==> src/rtl/cvi_pkg.sv <==
package cvi_pkg;

    typedef enum logic [3:0] {
        ST_START,
        ST_CE_OFF,
        ST_PARK,
        ST_CE_ON,
        ST_RD_CTRL,
        ST_WR_TINT,
        ST_WR_ADJ,
        ST_POLL,
        ST_GAP,
        ST_WR_BASE,
        ST_CE_REL,
        ST_FIN
    } cvi_state_e;

    typedef struct packed {
        cvi_state_e state;
        logic       valid;
        logic       err;
    } cvi_regs_t;

endpackage

==> src/rtl/cvi_countdown.sv <==
module cvi_countdown #(
    parameter int W = 8
) (
    input  logic         clk,
    input  logic         rst_n,
    input  logic         load,
    input  logic [W-1:0] load_val,
    output logic         expired
);
    logic [W-1:0] cnt_d, cnt_q;

    always_comb begin
        cnt_d = cnt_q;
        if (load)
            cnt_d = load_val;
        else if (cnt_q != '0)
            cnt_d = cnt_q - 1'b1;
    end

    always_ff @(posedge clk or negedge rst_n) begin
        if (!rst_n) cnt_q <= '0;
        else        cnt_q <= cnt_d;
    end

    assign expired = (cnt_q == '0);
endmodule

==> src/rtl/cvi_try_counter.sv <==
module cvi_try_counter #(
    parameter int LIMIT = 1000
) (
    input  logic clk,
    input  logic rst_n,
    input  logic clr,
    input  logic inc,
    output logic last
);
    localparam int CW = $clog2(LIMIT + 1);

    logic [CW-1:0] cnt_d, cnt_q;

    always_comb begin
        cnt_d = cnt_q;
        if (clr)      cnt_d = '0;
        else if (inc) cnt_d = cnt_q + 1'b1;
    end

    always_ff @(posedge clk or negedge rst_n) begin
        if (!rst_n) cnt_q <= '0;
        else        cnt_q <= cnt_d;
    end

    assign last = (cnt_q == CW'(LIMIT - 1));

    // a further busy poll is never scheduled once the limit is reached
    a_r4_no_extra_try: assert property (@(posedge clk) disable iff (!rst_n)
        inc |-> (cnt_q < CW'(LIMIT - 1)));
endmodule

==> src/rtl/clkchip_validity_init.sv <==
module clkchip_validity_init
    import cvi_pkg::*;
#(
    parameter int          DATA_W       = 4,
    parameter int          ADDR_W       = 4,
    parameter logic [3:0]  CTRL_ADDR    = 4'hF,
    parameter logic [3:0]  TINT_ADDR    = 4'hE,
    parameter logic [3:0]  CTRL_BASE    = 4'h2,
    parameter int          STOP_BIT     = 2,
    parameter int          ADJ_BIT      = 0,
    parameter int          BUSY_BIT     = 0,
    parameter int          SETTLE_CYC   = 30000,
    parameter int          PARK_CYC     = 5000,
    parameter int          POLL_GAP_CYC = 50,
    parameter int          MAX_TRIES    = 1000
) (
    input  logic              clk,
    input  logic              rst_n,
    output logic              acc_req,
    output logic              acc_write,
    output logic [ADDR_W-1:0] acc_addr,
    output logic [DATA_W-1:0] acc_wdata,
    input  logic              acc_ack,
    input  logic [DATA_W-1:0] acc_rdata,
    output logic              chip_en,
    output logic              line_park,
    output logic              time_valid,
    output logic              init_done,
    output logic              init_error
);
    localparam int T_MAX1 = (SETTLE_CYC > PARK_CYC) ? SETTLE_CYC : PARK_CYC;
    localparam int T_MAX  = (T_MAX1 > POLL_GAP_CYC) ? T_MAX1 : POLL_GAP_CYC;
    localparam int TW     = $clog2(T_MAX + 1);
    localparam logic [TW-1:0] LD_SETTLE = TW'(SETTLE_CYC - 1);
    localparam logic [TW-1:0] LD_PARK   = TW'(PARK_CYC - 1);
    localparam logic [TW-1:0] LD_GAP    = TW'(POLL_GAP_CYC - 1);
    localparam logic [DATA_W-1:0] W_BASE = DATA_W'(CTRL_BASE);
    localparam logic [DATA_W-1:0] W_ADJ  = W_BASE | (DATA_W'(1) << ADJ_BIT);

    cvi_regs_t r_d, r_q;
    logic          tmr_load, tmr_zero, try_clr, try_inc, try_last;
    logic [TW-1:0] tmr_val;

    cvi_countdown #(.W(TW)) u_wait (
        .clk(clk), .rst_n(rst_n), .load(tmr_load),
        .load_val(tmr_val), .expired(tmr_zero)
    );

    cvi_try_counter #(.LIMIT(MAX_TRIES)) u_tries (
        .clk(clk), .rst_n(rst_n), .clr(try_clr),
        .inc(try_inc), .last(try_last)
    );

    always_comb begin
        r_d      = r_q;
        tmr_load = 1'b0;
        tmr_val  = LD_SETTLE;
        try_clr  = 1'b0;
        try_inc  = 1'b0;
        unique case (r_q.state)
            ST_START: begin
                tmr_load  = 1'b1;
                r_d.state = ST_CE_OFF;
            end
            ST_CE_OFF: if (tmr_zero) begin
                tmr_load  = 1'b1;
                tmr_val   = LD_PARK;
                r_d.state = ST_PARK;
            end
            ST_PARK: if (tmr_zero) begin
                tmr_load  = 1'b1;
                r_d.state = ST_CE_ON;
            end
            ST_CE_ON: if (tmr_zero) r_d.state = ST_RD_CTRL;
            ST_RD_CTRL: if (acc_ack) begin
                if (acc_rdata[STOP_BIT]) begin
                    r_d.state = ST_WR_TINT;
                end else begin
                    r_d.valid = 1'b1;
                    tmr_load  = 1'b1;
                    r_d.state = ST_CE_REL;
                end
            end
            ST_WR_TINT: if (acc_ack) r_d.state = ST_WR_ADJ;
            ST_WR_ADJ: if (acc_ack) begin
                try_clr   = 1'b1;
                r_d.state = ST_POLL;
            end
            ST_POLL: if (acc_ack) begin
                if (!acc_rdata[BUSY_BIT]) begin
                    r_d.state = ST_WR_BASE;
                end else if (try_last) begin
                    r_d.err   = 1'b1;
                    tmr_load  = 1'b1;
                    r_d.state = ST_CE_REL;
                end else begin
                    try_inc   = 1'b1;
                    tmr_load  = 1'b1;
                    tmr_val   = LD_GAP;
                    r_d.state = ST_GAP;
                end
            end
            ST_GAP: if (tmr_zero) r_d.state = ST_POLL;
            ST_WR_BASE: if (acc_ack) begin
                tmr_load  = 1'b1;
                r_d.state = ST_CE_REL;
            end
            ST_CE_REL: if (tmr_zero) r_d.state = ST_FIN;
            default: r_d.state = ST_FIN;
        endcase
    end

    always_ff @(posedge clk or negedge rst_n) begin
        if (!rst_n) r_q <= '{state: ST_START, valid: 1'b0, err: 1'b0};
        else        r_q <= r_d;
    end

    always_comb begin
        acc_req   = 1'b0;
        acc_write = 1'b0;
        acc_addr  = ADDR_W'(CTRL_ADDR);
        acc_wdata = '0;
        unique case (r_q.state)
            ST_RD_CTRL, ST_POLL: acc_req = 1'b1;
            ST_WR_TINT: begin
                acc_req   = 1'b1;
                acc_write = 1'b1;
                acc_addr  = ADDR_W'(TINT_ADDR);
            end
            ST_WR_ADJ: begin
                acc_req   = 1'b1;
                acc_write = 1'b1;
                acc_wdata = W_ADJ;
            end
            ST_WR_BASE: begin
                acc_req   = 1'b1;
                acc_write = 1'b1;
                acc_wdata = W_BASE;
            end
            default: ;
        endcase
    end

    assign chip_en    = (r_q.state inside {ST_CE_ON, ST_RD_CTRL, ST_WR_TINT, ST_WR_ADJ,
                                           ST_POLL, ST_GAP, ST_WR_BASE});
    assign line_park  = (r_q.state == ST_PARK);
    assign init_done  = (r_q.state == ST_FIN);
    assign time_valid = r_q.valid;
    assign init_error = r_q.err;

    a_r1_park_with_ce_low: assert property (@(posedge clk) disable iff (!rst_n)
        line_park |-> !chip_en);
    a_r5_no_write_after_error: assert property (@(posedge clk) disable iff (!rst_n)
        init_error |-> !(acc_req && acc_write));
    a_r7_done_ce_low: assert property (@(posedge clk) disable iff (!rst_n)
        init_done |-> (!chip_en && !acc_req));
    a_r7_done_sticky: assert property (@(posedge clk) disable iff (!rst_n)
        init_done |=> (init_done && $stable(time_valid) && $stable(init_error)));
    a_r8_req_held: assert property (@(posedge clk) disable iff (!rst_n)
        (acc_req && !acc_ack) |=> (acc_req && $stable(acc_addr) &&
                                   $stable(acc_write) && $stable(acc_wdata)));
    a_r8_ce_during_req: assert property (@(posedge clk) disable iff (!rst_n)
        acc_req |-> chip_en);
    a_r9_exclusive: assert property (@(posedge clk) disable iff (!rst_n)
        !(time_valid && init_error));
endmodule

==> config.mk <==
export PLATFORM = sky130hd
export DESIGN_NAME = clkchip_validity_init
export DESIGN_NICKNAME = d
export VERILOG_FILES = /design/src/rtl/cvi_pkg.sv /design/src/rtl/cvi_countdown.sv /design/src/rtl/cvi_try_counter.sv /design/src/rtl/clkchip_validity_init.sv
export SDC_FILE = /design/constraint.sdc
export NUM_CORES = 1
export LEC_CHECK = 0
export BUFFER_PORTS_ARGS = -buffer_cell sky130_fd_sc_hd__buf_2
export CAP_MARGIN = 10
export CORE_MARGIN = 8
export CORE_UTILIZATION = 58
export DETAILED_ROUTE_END_ITERATION = 8
export HOLD_SLACK_MARGIN = 0.1
export PLACE_DENSITY = 0.77
export SLEW_MARGIN = 20
export SYNTH_ARGS = -nofsm -noshare
export SYNTH_HDL_FRONTEND = slang
export SYNTH_SLANG_ARGS = --single-unit
export TNS_END_PERCENT = 5
==> constraint.sdc <==
create_clock -name clk -period 1.95 [get_ports clk]
set_input_delay 0.585 -clock clk [delete_from_list [all_inputs] [get_ports clk]]
set_output_delay 0.585 -clock clk [all_outputs]
set_load 0.05 [all_outputs]
# [Word-level counts from Yosys, hierarchy flattened]
# Index checks and enable logic that the tools add are counted.
[totals] inputBits=7 wordCells=82 reg_bits=31
[classes] eq_ne=22 n_addsub=2 reduce_logical=12 mux=40 bitwise_logic=1
[op_table] cell="15-bit 2-to-1 mux" count=6
[op_table] cell="4-bit one-hot mux with 11 select lines" count=1
[op_table] cell="4-bit 2-to-1 mux" count=10
[op_table] cell="15-bit one-hot mux with 2 select lines" count=1
[op_table] cell="10-bit 2-to-1 mux" count=2
[op_table] cell="2-bit != test, second input constant" count=9
[op_table] cell="4-bit by 3-bit == test with 1-bit output, second input constant" count=4
[op_table] cell="4-bit == test, second input constant" count=4
[op_table] cell="15-bit logical NOT" count=1
[op_table] cell="1-bit 2-to-1 mux" count=15
[op_table] cell="15-bit nonzero test" count=1
[op_table] cell="15-bit by 1-bit subtractor with 15-bit output, second input constant" count=1
[op_table] cell="10-bit by 1-bit adder with 10-bit output, second input constant" count=1
[op_table] cell="10-bit == test, second input constant" count=1
[op_table] cell="10-bit AND reduction" count=1
[op_table] cell="4-bit by 2-bit == test with 1-bit output, second input constant" count=2
[op_table] cell="7-bit nonzero test" count=1
[op_table] cell="5-bit 2-to-1 mux" count=1
[op_table] cell="1-bit one-hot mux with 5 select lines" count=1
[op_table] cell="5-bit OR reduction" count=1
[op_table] cell="4-bit by 1-bit == test with 1-bit output, second input constant" count=1
[op_table] cell="4-bit logical NOT" count=1
[op_table] cell="2-bit 2-to-1 mux" count=2
[op_table] cell="2-bit one-hot mux with 2 select lines" count=1
[op_table] cell="7 further kinds" count=8

# [Logic depth before layout (Yosys ltp)]
[depth] ltp_word=7 mapped_depth=7

# [By module]
# Synthesis repeated with hierarchy kept, for this count alone.
[unflattened] cells_unflattened=221 area_unflattened_um2=2045.7
[modules_own_cells] module="cvi_countdown" cells_per_inst=79 area_each_um2=829.5 instances=1
[modules_own_cells] module="clkchip_validity_init" cells_per_inst=91 area_each_um2=689.4 instances=1
[modules_own_cells] module="cvi_try_counter" cells_per_inst=51 area_each_um2=526.8 instances=1

# [Worst setup path before layout]
# OpenSTA, ideal clock, no wires.
[synth_path] path_type="register to output" startpoint="register r_q[2] (netlist bit)" endpoint="output port line_park" required_time_ns=1.365 t_arrival_ns=2.458 setup_slack_ns=-1.093 stages_incl_launch_ff=4 cell_sequence="dfrtp_1 buf_2 buf_1 nor4b_1"
[synth_between] elab_chain_len=1
[synth_lines] item="start, declared" line="clkchip_validity_init.sv:40" text="cvi_regs_t r_d, r_q;"
[synth_lines] item="start signal, assigned" line="clkchip_validity_init.sv:114" text="if (!rst_n) r_q <= '{state: ST_START, valid: 1'b0, err: 1'b0};"
[synth_lines] item="start signal, assigned" line="clkchip_validity_init.sv:115" text="else r_q <= r_d;"
[synth_lines] item="4-bit by 2-bit == test with 1-bit output" line="clkchip_validity_init.sv:146" text="assign line_park = (r_q.state == ST_PARK);"
[synth_lines] item="end, declared" line="clkchip_validity_init.sv:26" text="output logic line_park,"
# Every way passes these cells.

# [Worst setup path after layout]
[layout_path] startpoint="register r_q[2] (netlist bit)" endpoint="output port acc_write"
[layout_between] elab_chain_len=3 word_cells_on_any_way=5 classes_between="eq/ne: 3; mux: 1; reduce/logical: 1"
[layout_lines] item="4-bit by 3-bit == test with 1-bit output / 4-bit == test (equally long branches)" line="clkchip_validity_init.sv:123" text="unique case (r_q.state)"
[layout_lines] item="3-bit OR reduction (no line) *"
[layout_lines] item="1-bit 2-to-1 mux *" line="clkchip_validity_init.sv:123"
[layout_lines] item="end, declared" line="clkchip_validity_init.sv:20" text="output logic acc_write,"
# Mark *: on every way between the ends. The rest lies on a longest branch, timed or not.

==> flow_metrics.env <==
export IMPL_status="finished, violations left"
export IMPL_violations="setup timing"
export IMPL_cts_buffers_inserted=5
export IMPL_die_h_um=75.2
export IMPL_grt_pass1_wl_um=8420
export IMPL_ys_seq_area_frac=0.382
export IMPL_synth_area_mm2=0.00203
export IMPL_ys_ff_latch=31
export IMPL_hold_class="in2async"
export IMPL_place_ws_ns=-0.0860
export IMPL_criticalPathCategory="reg2out"
export IMPL_hpwl_um=3440
export IMPL_num_rows=21
export IMPL_ir_drop_uv=312
export IMPL_period_share=1.07
export IMPL_fin_ws_ns=-0.141
export IMPL_cts_sinks=31
export IMPL_gp_congestion=0.909
export IMPL_fp_dieW_um=75.2
export IMPL_worstSkewPairLatency_ns=0.34
export IMPL_grt_max_degree=32
export IMPL_cts_tree="yes"
export IMPL_finalHoldViolations=0
export IMPL_drive_above_1_share=0.310
export IMPL_postSynthCellCount=224
export IMPL_drv_cap=0
export IMPL_cpMostUsedCell="nand2b_4"
export IMPL_initial_core_util=0.604
export IMPL_cellLeakagePower_nw=1.02
export IMPL_r2r_end="r_q[2]$_DFFE_PN0P_"
export IMPL_critPathRequiredTime_ns=1.36
export IMPL_io_pins=22
export IMPL_finalCriticalPeriod_ns=2.09
export IMPL_final_nets=267
export IMPL_r2r_start="u_wait.cnt_q[4]$_DFFE_PN0P_"
export IMPL_worst_setup_path_start_kind="flip-flop"
export IMPL_route_detailed_drc=0
export IMPL_cts_buffer_depth=2
export IMPL_slew_violations=0
export IMPL_setup_viol=8
export IMPL_io_buffers=14
export IMPL_cp_data_arrival_time_ns=1.51
export IMPL_synth_async_reset_ratio=1.00
export IMPL_yosys_warnings=0
export IMPL_grt_ovfl_total=0
export IMPL_final_cell_mix="buf_4, dfrtp_1, nand2_1"
export IMPL_antenna_found_initial=0
export IMPL_synth_cell_types=57
export IMPL_synth_edf_count=0
export IMPL_cp_slowest_stage_delay_ns=0.44
export IMPL_antenna_cells=0
export IMPL_final_common_cell="buf_4"
export IMPL_worst_slew_pin_slew_ns=0.708
export IMPL_core_region_area_mm2=0.00336
export IMPL_slew_headroom=0.528
export IMPL_clk_pin_slew_ns=0.10
export IMPL_ant_nets=0
export IMPL_fin_area_mm2=0.00251
export IMPL_endpoint_kind="output pin"
export IMPL_crit_chain="and4bb_4 -> nand2b_4 -> nand2b_4 -> buf_8"
export IMPL_dp_cells=291
export IMPL_fillCellCount=248
export IMPL_die_area_mm2=0.00565
export IMPL_grt_pass1_vias=1865
export IMPL_finalWirelength_um=5300
export IMPL_syn_area_per_cell_um2=9.07
export IMPL_synth_top_area_share=0.382
export IMPL_total_power_mw=1.24
export IMPL_place_area_mm2=0.00228
export IMPL_crit_fanout=4
export IMPL_slowest_stage="dfrtp_2"
export IMPL_drtIter0Drc=167
export IMPL_stdcell_count=304
export IMPL_grt_usage=0.195
export IMPL_rsz0062_at_grt="yes"
export IMPL_clock_fmax_mhz=478
export IMPL_hold_buffers=0
export IMPL_via_per_inst=6.26
export IMPL_netlist_top_cell_by_area="dfrtp_1"
export IMPL_dr_pass1_iters=4
export IMPL_rrSetupSlack_ns=0.01
export IMPL_cellPowerDensity_mw_per_mm2=491
export IMPL_r2r_cells=4
export IMPL_htreeDepth=2
export IMPL_synthTopCellsByArea="dfrtp_1, nand2_1, o22ai_1"
export IMPL_synthFlopType="dfrtp_1"
export IMPL_syn2layout_area_growth_pct=23.8
export IMPL_tns_ns=-0.641
export IMPL_cts_root_buf="clkbuf_4"
export IMPL_finClkSkew_ns=0.00607
export IMPL_vias=1902
export IMPL_routedWlPerCell_um=17.4
## power breakdown
part | internal (mW) | total [mW] | switching (mW)
Clock | 0.303 | 0.545 | 0.243
Combinational | 0.00746 | 0.0476 | 0.0401
Sequential | 0.642 | 0.642 | 0
## registers in the layout, summed over array words and instances (netlist names)
name	cells
u_wait.cnt_q	15
init_error	1
time_valid	1
r_q	4
u_tries.cnt_q	10
## synth_stat cells (3+ instances only)
cell / instances
buf_2: 4
a211oi_1: 3
nand2_1: 19
nor3_1: 7
a21oi_1: 7
mux2i_1: 4
xnor2_1: 5
inv_1: 4
nand2b_1: 6
or3_1: 4
ha_1: 3
xor2_1: 7
o21ai_0: 9
dfrtp_1: 31
nor2_1: 13
a21o_1: 3
clkbuf_1: 6
buf_4: 6
nand4_1: 4
nor4_1: 5
nand3_1: 11
nor2b_1: 4
o22ai_1: 10
## final cells by class
| type | instances | area [um^2] | share of cell area |
|---|---|---|---|
| tap | 46 | 57.6 | 0.0229 |
| clock buffer | 6 | 51.3 | 0.0204 |
| clock inverter | 2 | 35.0 | 0.0139 |
| inverter | 4 | 15.0 | 0.00597 |
| sequential | 31 | 779 | 0.310 |
| multi-input combinational | 171 | 1230 | 0.490 |
| timing repair buffer | 44 | 343 | 0.136 |
## cells by family after synthesis
kind of cell	Yosys count	share of synthesized area
xor+xnor	12	0.0518
flops	31	0.382
fa+ha+maj	3	0.0185
mux	6	0.0308
buf+inv	25	0.0678
simple gates	93	0.274
other cells	2	0.00370
compound gates	52	0.172
## worst max-delay path by stage
stage / start / endpoint / cells past startpoint
after floorplan: r_q[2]$_DFFE_PN0P_ / acc_write / 4
after global placement: acc_rdata[2] / u_wait.cnt_q[6]$_DFFE_PN0P_ / 5
after detailed placement: acc_rdata[2] / u_wait.cnt_q[6]$_DFFE_PN0P_ / 5
after CTS: r_q[2]$_DFFE_PN0P_ / acc_write / 4
after global routing: r_q[2]$_DFFE_PN0P_ / acc_write / 4
final: r_q[2]$_DFFE_PN0P_ / acc_write / 4
## per-layer routing
layer / vias up / part of all wire / GRT usage
met1: 924 / 0.42 / 0.231
met4: 0 / 0.027 / 0.0853
met5: - / 0 / 0
li1: 888 / - / -
met2: 73 / 0.49 / 0.321
met3: 17 / 0.070 / 0.0519
## through the flow
stage | hold WS, ns | utilization
6_report | 0.274 | 0.747
5_1_grt | 0.322 | 0.747
4_1_cts | 0.296 | 0.733
3_5_place_dp | 0.448 | 0.678
3_3_place_gp | 0.438 | 0.678
2_1_floorplan | 0.289 | -
## repair_timing
action                                  CTS  global route
setup buffers                             5             0
gates cloned                              0             0
gates resized for setup                  18            11
pin swaps                                 1             2
endpoints found under the setup margin    9            28
## critical path, delay by kind of cell, from the launching register on
family        cells  cell delay (ns)
simple gates      3             0.58
flops             1             0.44
buf+inv           1             0.14
Note: power is estimated with default switching activity, not from simulation.
